### src/rtl/bank_mapper_pkg.sv
package bank_mapper_pkg;
  localparam int unsigned DATA_W = 8;
  localparam int unsigned WIN_W  = 2;
  localparam int unsigned MODE_W = 3;
  localparam int unsigned PAGE_W = 3;
  localparam int unsigned CFG_W  = MODE_W + PAGE_W;

  typedef logic [WIN_W-1:0] win_t;

  // page in the upper bits, mode in the lower bits
  typedef struct packed {
    logic [PAGE_W-1:0] page;
    logic [MODE_W-1:0] mode;
  } cfg_t;

  localparam win_t WIN_SECOND = win_t'(1);
  localparam win_t WIN_TOP    = win_t'(3);
  localparam win_t BANK_TOP   = win_t'(3);
endpackage

### src/rtl/bank_mapper_cfg.sv
module bank_mapper_cfg
  import bank_mapper_pkg::*;
#(
  parameter bit SMALL_BUILD = 1'b0
) (
  input  logic              clk,
  input  logic              rst_n,
  input  logic              io_wr_n,
  input  logic              addr_b15,
  input  logic [DATA_W-1:0] data_in,
  output cfg_t              cfg_q
);
  localparam int unsigned KEY_LSB = DATA_W - 2;

  logic              wr_hit;
  logic [PAGE_W-1:0] page_in;
  cfg_t              cfg_d;

  generate
    if (SMALL_BUILD) begin : g_small
      assign page_in = '0;
    end else begin : g_full
      assign page_in = data_in[MODE_W +: PAGE_W];
    end
  endgenerate

  always_comb begin
    wr_hit = !io_wr_n && !addr_b15 && (data_in[DATA_W-1:KEY_LSB] == 2'b11);
    cfg_d      = cfg_q;
    cfg_d.mode = data_in[MODE_W-1:0];
    cfg_d.page = page_in;
  end

  always_ff @(posedge clk or negedge rst_n) begin
    if (!rst_n) begin
      cfg_q <= '0;
    end else if (wr_hit) begin
      cfg_q <= cfg_d;
    end
  end
endmodule

### src/rtl/bank_mapper_xlate.sv
module bank_mapper_xlate
  import bank_mapper_pkg::*;
(
  input  cfg_t              cfg,
  input  win_t              win,
  input  logic              cpu_cycle,
  input  logic              ext_ram_dis,
  output win_t              map_win,
  output logic [PAGE_W-1:0] page_sel,
  output logic              base_sel,
  output logic              exp_sel
);
  logic use_exp;
  logic blocked;
  win_t bank;

  always_comb begin
    use_exp = 1'b0;
    bank    = win;
    if (cpu_cycle) begin
      if (cfg.mode[MODE_W-1]) begin
        // single-window modes: second window takes bank b of page p
        if (win == WIN_SECOND) begin
          use_exp = 1'b1;
          bank    = cfg.mode[WIN_W-1:0];
        end
      end else begin
        case (cfg.mode[WIN_W-1:0])
          2'd0: use_exp = 1'b0;
          2'd1: use_exp = (win == WIN_TOP);
          2'd2: use_exp = 1'b1;
          2'd3: begin
            if (win == WIN_SECOND) begin
              bank = BANK_TOP;
            end else if (win == WIN_TOP) begin
              use_exp = 1'b1;
            end
          end
          default: use_exp = 1'b0;
        endcase
      end
    end
  end

  always_comb begin
    blocked  = cpu_cycle && ext_ram_dis;
    base_sel = !use_exp && !blocked;
    exp_sel  = use_exp && !blocked;
    page_sel = exp_sel ? cfg.page : '0;
    map_win  = bank;
  end
endmodule

### src/rtl/bank_mapper.sv
module bank_mapper
  import bank_mapper_pkg::*;
#(
  parameter bit          SMALL_BUILD = 1'b0,
  parameter int unsigned RST_STAGES  = 2
) (
  input  logic              clk,
  input  logic              rst_n,
  input  logic [WIN_W-1:0]  cpu_addr_hi,
  input  logic              io_wr_n,
  input  logic [DATA_W-1:0] data_in,
  input  logic              cpu_cycle,
  input  logic              ext_ram_dis,
  output logic [WIN_W-1:0]  map_addr_hi,
  output logic [PAGE_W-1:0] page_sel,
  output logic              base_sel,
  output logic              exp_sel
);
  logic [RST_STAGES-1:0] rst_pipe;
  logic                  rst_core_n;
  cfg_t                  cfg_q;

  // asynchronous assertion, synchronous release
  always_ff @(posedge clk or negedge rst_n) begin
    if (!rst_n) begin
      rst_pipe <= '0;
    end else begin
      rst_pipe <= {rst_pipe[RST_STAGES-2:0], 1'b1};
    end
  end

  assign rst_core_n = rst_pipe[RST_STAGES-1];

  bank_mapper_cfg #(
    .SMALL_BUILD (SMALL_BUILD)
  ) u_cfg (
    .clk      (clk),
    .rst_n    (rst_core_n),
    .io_wr_n  (io_wr_n),
    .addr_b15 (cpu_addr_hi[WIN_W-1]),
    .data_in  (data_in),
    .cfg_q    (cfg_q)
  );

  bank_mapper_xlate u_xlate (
    .cfg         (cfg_q),
    .win         (cpu_addr_hi),
    .cpu_cycle   (cpu_cycle),
    .ext_ram_dis (ext_ram_dis),
    .map_win     (map_addr_hi),
    .page_sel    (page_sel),
    .base_sel    (base_sel),
    .exp_sel     (exp_sel)
  );
endmodule

### config.mk
export PLATFORM = sky130hd
export DESIGN_NAME = bank_mapper
export DESIGN_NICKNAME = d
export VERILOG_FILES = /design/src/rtl/bank_mapper_pkg.sv /design/src/rtl/bank_mapper_cfg.sv /design/src/rtl/bank_mapper_xlate.sv /design/src/rtl/bank_mapper.sv
export SDC_FILE = /design/constraint.sdc
export NUM_CORES = 1
export LEC_CHECK = 0
export BUFFER_PORTS_ARGS = -buffer_cell sky130_fd_sc_hd__clkbuf_2
export CAP_MARGIN = 20
export CORE_AREA = 8 8 45 47
export DETAILED_ROUTE_END_ITERATION = 16
export DIE_AREA = 0 0 53 55
export SKIP_CTS_REPAIR_TIMING = 1
export SYNTH_ARGS = -nofsm -noshare
export SYNTH_HDL_FRONTEND = slang
export SYNTH_SLANG_ARGS = --single-unit
### constraint.sdc
create_clock -name clk -period 1.3 [get_ports clk]
set_clock_uncertainty 0.1 [all_clocks]
set_input_delay 0.26 -clock clk [delete_from_list [all_inputs] [get_ports clk]]
set_output_delay 0.26 -clock clk [all_outputs]
set_load 0.03 [all_outputs]
After elaboration in Yosys (flattened, before gate mapping)
Cells that the tools add are included.
Operators by class
  $add $sub $neg: 0
  $mul: 0
  mux-type cells: 12
  bitwise gates (word level): 0
  divide/modulo/power cells: 0
  shift operators: 0
  equal/unequal tests: 6
  reduce and logical (&&, ||, !) cells: 10
  order comparisons: 0
Operators with widths (number)
  $mux W2: 5
  $eq A2 B2 Y1 const B: 4
  $logic_and A1 B1 Y1: 5
  $mux W1: 5
  $eq A2 B1 Y1 const B: 2
  $logic_not A1 Y1: 4
  $pmux W1 S4: 1
  $mux W3: 1
  $logic_not A2 Y1: 1
Storage, ports and cells
  output and inout bits: 7
  word-level logic and storage cells: 31
  bits in registers: 8
  memory bits (writable): 0
  memories: 0
  bits of input ports: 15
  latch bits: 0
  bits in read-only memories: 0

Depth between registers and ports, before layout
Gate-level depths: netlist (run 1).
  word-level depth: 8
  depth in mapped cells: 3

Hierarchy
A second synthesis (run 1) with hierarchy kept.
Unflattened totals
  cells, all modules: 35
  area total of the unflattened synthesis: 442.9 um^2
By module, submodules not included
  bank_mapper_cfg: area an instance 264.0 um^2, instances 1, cells an instance 14
  bank_mapper_xlate: area an instance 125.1 um^2, instances 1, cells an instance 18
  bank_mapper: area an instance 53.8 um^2, instances 1, cells an instance 3

Worst setup path after synthesis (run 1)
OpenSTA, ideal clock, no wires.
  kind: register to output
  start: register, netlist name u_cfg.cfg_q[0]
  end: output port page_sel[0]
  stages on the path, launching flop included: 3
  slack: -0.675 ns
  data arrival time: 1.615 ns
  cells stage by stage: dfrtp_1 -> or3b_4 -> a311oi_1
Between the ends
  longest elaborated chain between the ends: 6
  elaborated cells between the ends (all ways): 9
  those cells by class: 3 x eq/ne; 4 x mux; 2 x reduce/logical
Ends and longest elaborated chain
  $eq A2 B2 Y1 (tied with other cells): RTL line bank_mapper_xlate.sv:28  | case (cfg.mode[WIN_W-1:0])
  $pmux W1 S4 (*): RTL line bank_mapper_xlate.sv:28
  $mux W1 (*): RTL line bank_mapper_xlate.sv:21  | if (cfg.mode[MODE_W-1]) begin
  $mux W1 (*): RTL line bank_mapper_xlate.sv:20  | if (cpu_cycle) begin
  $logic_and A1 B1 Y1 (*): RTL line bank_mapper_xlate.sv:48  | exp_sel = use_exp && !blocked;
  $mux W3 (*): RTL line bank_mapper_xlate.sv:49  | page_sel = exp_sel ? cfg.page : '0;
  end: declaration: RTL line bank_mapper.sv:15  | output logic [PAGE_W-1:0] page_sel,
Every way passes the cells marked *; elsewhere a longest branch is shown, timed or not.

Worst setup path after layout (run 1)
  start: register, netlist name u_cfg.cfg_q[2]
  end: output port page_sel[1]
Between the ends
  longest elaborated chain between the ends: 4
Ends and longest elaborated chain (RTL line)
  $mux W1: bank_mapper_xlate.sv:21
  $mux W1: bank_mapper_xlate.sv:20
  $logic_and A1 B1 Y1: bank_mapper_xlate.sv:48
  $mux W3: bank_mapper_xlate.sv:49
No other way between the ends.

==> results of run 1 <==
## critical path, delay by kind of cell (launching register included)
family / cells / cell delay [ps]
AOI/OAI and AO/OA: 1 / 290
buffers and inverters: 3 / 460
DFF: 1 / 390
and+or+nand+nor: 1 / 180
## worst max-delay path by stage
stage	cells past startpoint	slack, ps	from	to
after floorplan	2	-400	u_cfg.cfg_q[0]	page_sel[0]
after global placement	3	-400	u_cfg.cfg_q[0]	page_sel[0]
after detailed placement	3	-420	u_cfg.cfg_q[0]	page_sel[1]
after CTS	3	-690	u_cfg.cfg_q[0]	page_sel[1]
after global routing	5	-670	u_cfg.cfg_q[2]	page_sel[1]
final	5	-610	u_cfg.cfg_q[2]	page_sel[1]
## cell families (layout without fill, tap and decap cells)
| kind of cell | count (synthesis) | count (layout) | synth area share (%) |
|---|---|---|---|
| compound gates | 7 | 7 | 13.88 |
| buf+inv | 6 | 39 | 6.799 |
| simple gates | 7 | 7 | 12.75 |
| flops | 8 | 8 | 45.33 |
| mux | 6 | 6 | 20.40 |
| other cells | 1 | 1 | 0.8490 |
## state kept, by name (all words and copies together), names as in the netlist
register     flops
rst_pipe         2
u_cfg.cfg_q      6
## power groups by stage
stage	combinational [uW]	clock, uW	sequential (uW)
6_report	347	181	320
5_1_grt	376	201	325
4_1_cts	304	186	319
3_5_place_dp	302	0	324
3_3_place_gp	296	0	321
2_1_floorplan	191	0	326
## per-layer routing
layer | vias up | GRT usage [%] | part of all wire [%] | routed length, um
met2 | 18 | 13.48 | 52 | 592
met4 | 0 | 6.466 | 1.7 | 19
met1 | 189 | 9.006 | 39 | 443
met3 | 2 | 2.139 | 7.4 | 84
li1 | 198 | - | - | -
met5 | - | 0 | 0 | 0
## cells in the final DEF, fill, tap and decap left out, drive strengths merged, types with 2 or more instances in the layout
cell type / instances
clkbuf: 17
buf: 16
dfrtp: 8
mux2: 6
inv: 5
a311oi: 3
nand2b: 2
## through the flow
| step | TNS [ps] | util [%] | power (uW) | cell area [um^2] |
|---|---|---|---|---|
| 3_5_place_dp | -2154 | 48.82 | 626.1 | 675.6 |
| 2_1_floorplan | -1877 | - | 517.0 | 501.7 |
| 6_report | -3614 | 55.88 | 847.5 | 773.2 |
| 4_1_cts | -3844 | 50.45 | 809.2 | 698.2 |
| 3_3_place_gp | -1984 | 48.82 | 617.1 | 675.6 |
| 5_1_grt | -4015 | 55.88 | 902.6 | 773.2 |
## cell type report
type	instances	area [um^2]	area share, %
multi-input cells	21	277.8	35.92
repair buffers	31	234.0	30.26
flip-flops and latches	8	200.2	25.89
clock buffers	3	22.52	2.913
well taps	16	20.02	2.589
inverters	5	18.77	2.427
==> flow_summary.toml, run 1 <==
[status]
outcome = "complete, but fails checks"
violations = "hold timing, setup timing"

[clock_tree]
clock_latency_ps = 240
cts_made_buffers = 3
clk_pin_slew_ps = 50
cts-root-buf = "clkbuf_4"
cts_tree = "built"
cts_buffer_depth = 2
cts.sinks = 8
cts_max_level = 1

[power]
power_density_nw_per_um2 = 1096
power_frac_seq_pct = 37.8
clkPwrFrac_pct = 21.3
p_int_uw = 589.1
p_comb_share_pct = 40.9
p_leak_uw = 0.0003780
p_sw_uw = 258.4
switching_share_pct = 30.49
ir_drop_mv = 0.5127

[synth]
synth_common_cells = "dfrtp_1 (8), mux2_4 (6), inv_1 (5)"
synth_edf_count = 0
avgSynthCellArea_um2 = 12.62
synth-seq-area-share_pct = 45.33
yosys_most_used_dff = "dfrtp_1"
synth_cells = 35
yosys-top-cells-area = "dfrtp_1 (45%), mux2_4 (20%), a311oi_1 (5.9%)"
yosysTopAreaCellShare_pct = 45.33
synth.cell_area_um2 = 441.7
synth_fp_nets = 50
synth_seq_cells = 8
synth_top_area_cell = "dfrtp_1"
yosysWarnings = 0
synth.most_common_cell = "dfrtp_1"
async_reset_ff_share_pct = 100.0
yosysUniqueCellTypes = 16

[worst_setup_path]
crit_top_cell = "buf_6"
critPathRequiredTime_ps = 940
end_kind = "output port"
arrival_ps = 1550
crit_type = "reg2out"
critPathMaxStageDelay_ps = 390
r2r_setup_slack_ps = 300
cp_max_fo = 5
critPathSlowestCell = "dfrtp_1"
ff2ff_path_depth = 2
worstSetupStartpointType = "flop"
r2r-start = "u_cfg.cfg_q[0]"
path_cells = "buf_6 > nand4b_1 > buf_6 > a311oi_4 > buf_6"
worst_r2r_endpoint = "u_cfg.cfg_q[0]"

[route]
wirelength_mm = 1.140
wl_per_cell_um = 13.57
via_count = 407
drt_iter0_markers = 0
viasPerCell = 4.845
ant_nets = 0
first_pass_iters = 1
drc = 0

[global_route]
grt_max_degree = 7
grt_overflow = 0
grt_pass1_wl_mm = 1.766
grt_pass1_vias = 455
antenna_found_initial = 0
track_usage_pct = 8.260

[final_layout]
syn_to_final_growth_pct = 75.07
fin_cells = 84
fillerInstances = 124
drive_above_1_share_pct = 69.12
n_antenna_cell = 0
nNetsFinal = 85

[die]
die_area_um2 = 2915
start_util_pct = 31.92
row_count = 14
die_h_um = 55
core_um2 = 1384
ios = 22
die-width_um = 53

[sta]
finalCriticalPeriod_ps = 1915
hold_ws_ps = -13.54
timing.final.crit_share_pct = 147.3
setup_slack_ps = -614.5
hold_viol = 6
setup_viol = 7
drv_slew = 0
rsz0062_at_grt = "true"
max_freq_mhz = 522.3

[placement]
dp_hpwl_um = 927.8
place.gp.congestion = 0.7161
io_buffers = 21
dp_worst_setup_slack_ps = -415.4
dp.cells = 79

[worst_hold_path]
min-delay-path-class = "reg2async"

[flow_run]
maxCapViolations = 0
Power figures use the tool's default switching activity.
==> run 2: changes to the inputs <==
- SKIP_LAST_GASP: unset -> 1
==> flow_summary.toml, run 2 (synthesis gave the netlist of run 1 again) <==
[sta]
hold_ws_ps = -13.48
tns_ps = -3633
finalCriticalPeriod_ps = 1915
drv_slew = 0
rsz0062_at_grt = "true"
setup_slack_ps = -614.5
setup_viol = 7
hold_viol = 6
timing.final.crit_share_pct = 147.3
max_freq_mhz = 522.3

[power]
p_leak_uw = 0.0003766
ir_drop_mv = 0.5127
total_power_uw = 844.7
power_density_nw_per_um2 = 1098

[final_layout]
final_common_cell = "clkbuf_2"
layout_common_cells = "clkbuf_2 (14), buf_4 (8), buf_6 (8), dfrtp_1 (8), mux2_4 (6)"
reg_top3 = "u_cfg.cfg_q: 6 flops, rst_pipe: 2 flops"
top_register = "u_cfg.cfg_q"
largest_reg_flops = 6
drive_above_1_share_pct = 69.12
n_antenna_cell = 0
fin_area_um2 = 769.5
syn_to_final_growth_pct = 74.22
post-route-util_pct = 55.61
nNetsFinal = 85

[placement]
io_buffers = 21
dp_hpwl_um = 927.8
placed_area_um2 = 675.6
place.gp.congestion = 0.7161

[status]
outcome = "complete, but fails checks"
violations = "hold timing, setup timing"

[clock_tree]
cts_max_level = 1
cts_buffer_depth = 2
clock_latency_ps = 240
cts_made_buffers = 3
cts.sinks = 8
cts_tree = "built"
clk_pin_slew_ps = 50
cts-root-buf = "clkbuf_4"

[worst_setup_path]
end_kind = "output port"
critPathRequiredTime_ps = 940
worstSetupStartpointType = "flop"
crit_top_cell = "buf_6"
path_cells = "buf_6 > nand4b_1 > buf_6 > a311oi_4 > buf_6"
critPathSlowestCell = "dfrtp_1"
cp-startpoint = "u_cfg.cfg_q[2]"
ff2ff_path_depth = 2
r2r-start = "u_cfg.cfg_q[0]"
critPathMaxStageDelay_ps = 390
arrival_ps = 1550
r2r_setup_slack_ps = 300
setup.worst_path.end = "page_sel[1]"
cp_max_fo = 5
crit_type = "reg2out"
worst_r2r_endpoint = "u_cfg.cfg_q[0]"

[die]
row_count = 14
start_util_pct = 31.92
die-width_um = 53
die_area_um2 = 2915
die_h_um = 55
ios = 22
core_um2 = 1384

[route]
via_count = 407
first_pass_iters = 1
wirelength_mm = 1.139
drc = 0
viasPerCell = 4.845
drt_iter0_markers = 0
wl_per_cell_um = 13.56
ant_nets = 0

[global_route]
grt_overflow = 0
grt_pass1_vias = 455
grt_max_degree = 7
track_usage_pct = 8.260
antenna_found_initial = 0
grt_pass1_wl_mm = 1.766

[flow_run]
maxCapViolations = 0

[worst_hold_path]
min-delay-path-class = "reg2async"
==> run 2: changes by cell type in the layout (fill, tap and decap cells not counted) <==
| cell | change |
|---|---|
| buf_4 | +1 |
| buf_6 | -1 |
==> run 2: power by group <==
part,switching [uW],internal [uW],total (uW),leakage (uW)
clock,75.5,105,181,0.0000138
combinational,156,188,344,0.000267
sequential,26.2,294,320,0.0000953
==> run 2: worst max-delay path: cells and delay by family (launching register included) <==
kind	cells	cell delay [ps]
flops	1	390
compound gates	1	290
buf+inv	3	460
simple gates	1	180
==> run 2: stage by stage <==
step / cells / setup WS (ps)
finish: 84 / -614.5
global route: 84 / -672.8
CTS: 82 / -687.0
detailed placement: 79 / -415.4
global placement: 79 / -404.2
floorplan: 35 / -401.4
==> run 2: cell type report <==
class | count | area (um^2)
multi-input combinational | 21 | 277.8
tap | 16 | 20.02
fill | 126 | 614.3
inverter | 5 | 18.77
timing repair buffer | 31 | 230.2
sequential | 8 | 200.2
clock buffer | 3 | 22.52
==> run 2: per-layer routing <==
| layer | GRT usage (%) | up-vias | routed length, um |
|---|---|---|---|
| li1 | - | 198 | - |
| met1 | 9.006 | 189 | 442 |
| met2 | 13.48 | 18 | 592 |
| met3 | 2.139 | 2 | 84 |
| met4 | 6.466 | 0 | 19 |
| met5 | 0 | - | 0 |
==> run 2: worst min path at each step <==
stage / start / to / slack, ps / cells past startpoint
6_report: rst_pipe[1] / u_cfg.cfg_q[4] / -10 / 0
3_5_place_dp: rst_n / rst_pipe[1] / -50 / 1
2_1_floorplan: rst_n / rst_pipe[0] / -140 / 0
3_3_place_gp: rst_n / rst_pipe[0] / -50 / 1
4_1_cts: rst_n / rst_pipe[0] / -310 / 1
5_1_grt: rst_pipe[1] / u_cfg.cfg_q[4] / 20 / 0
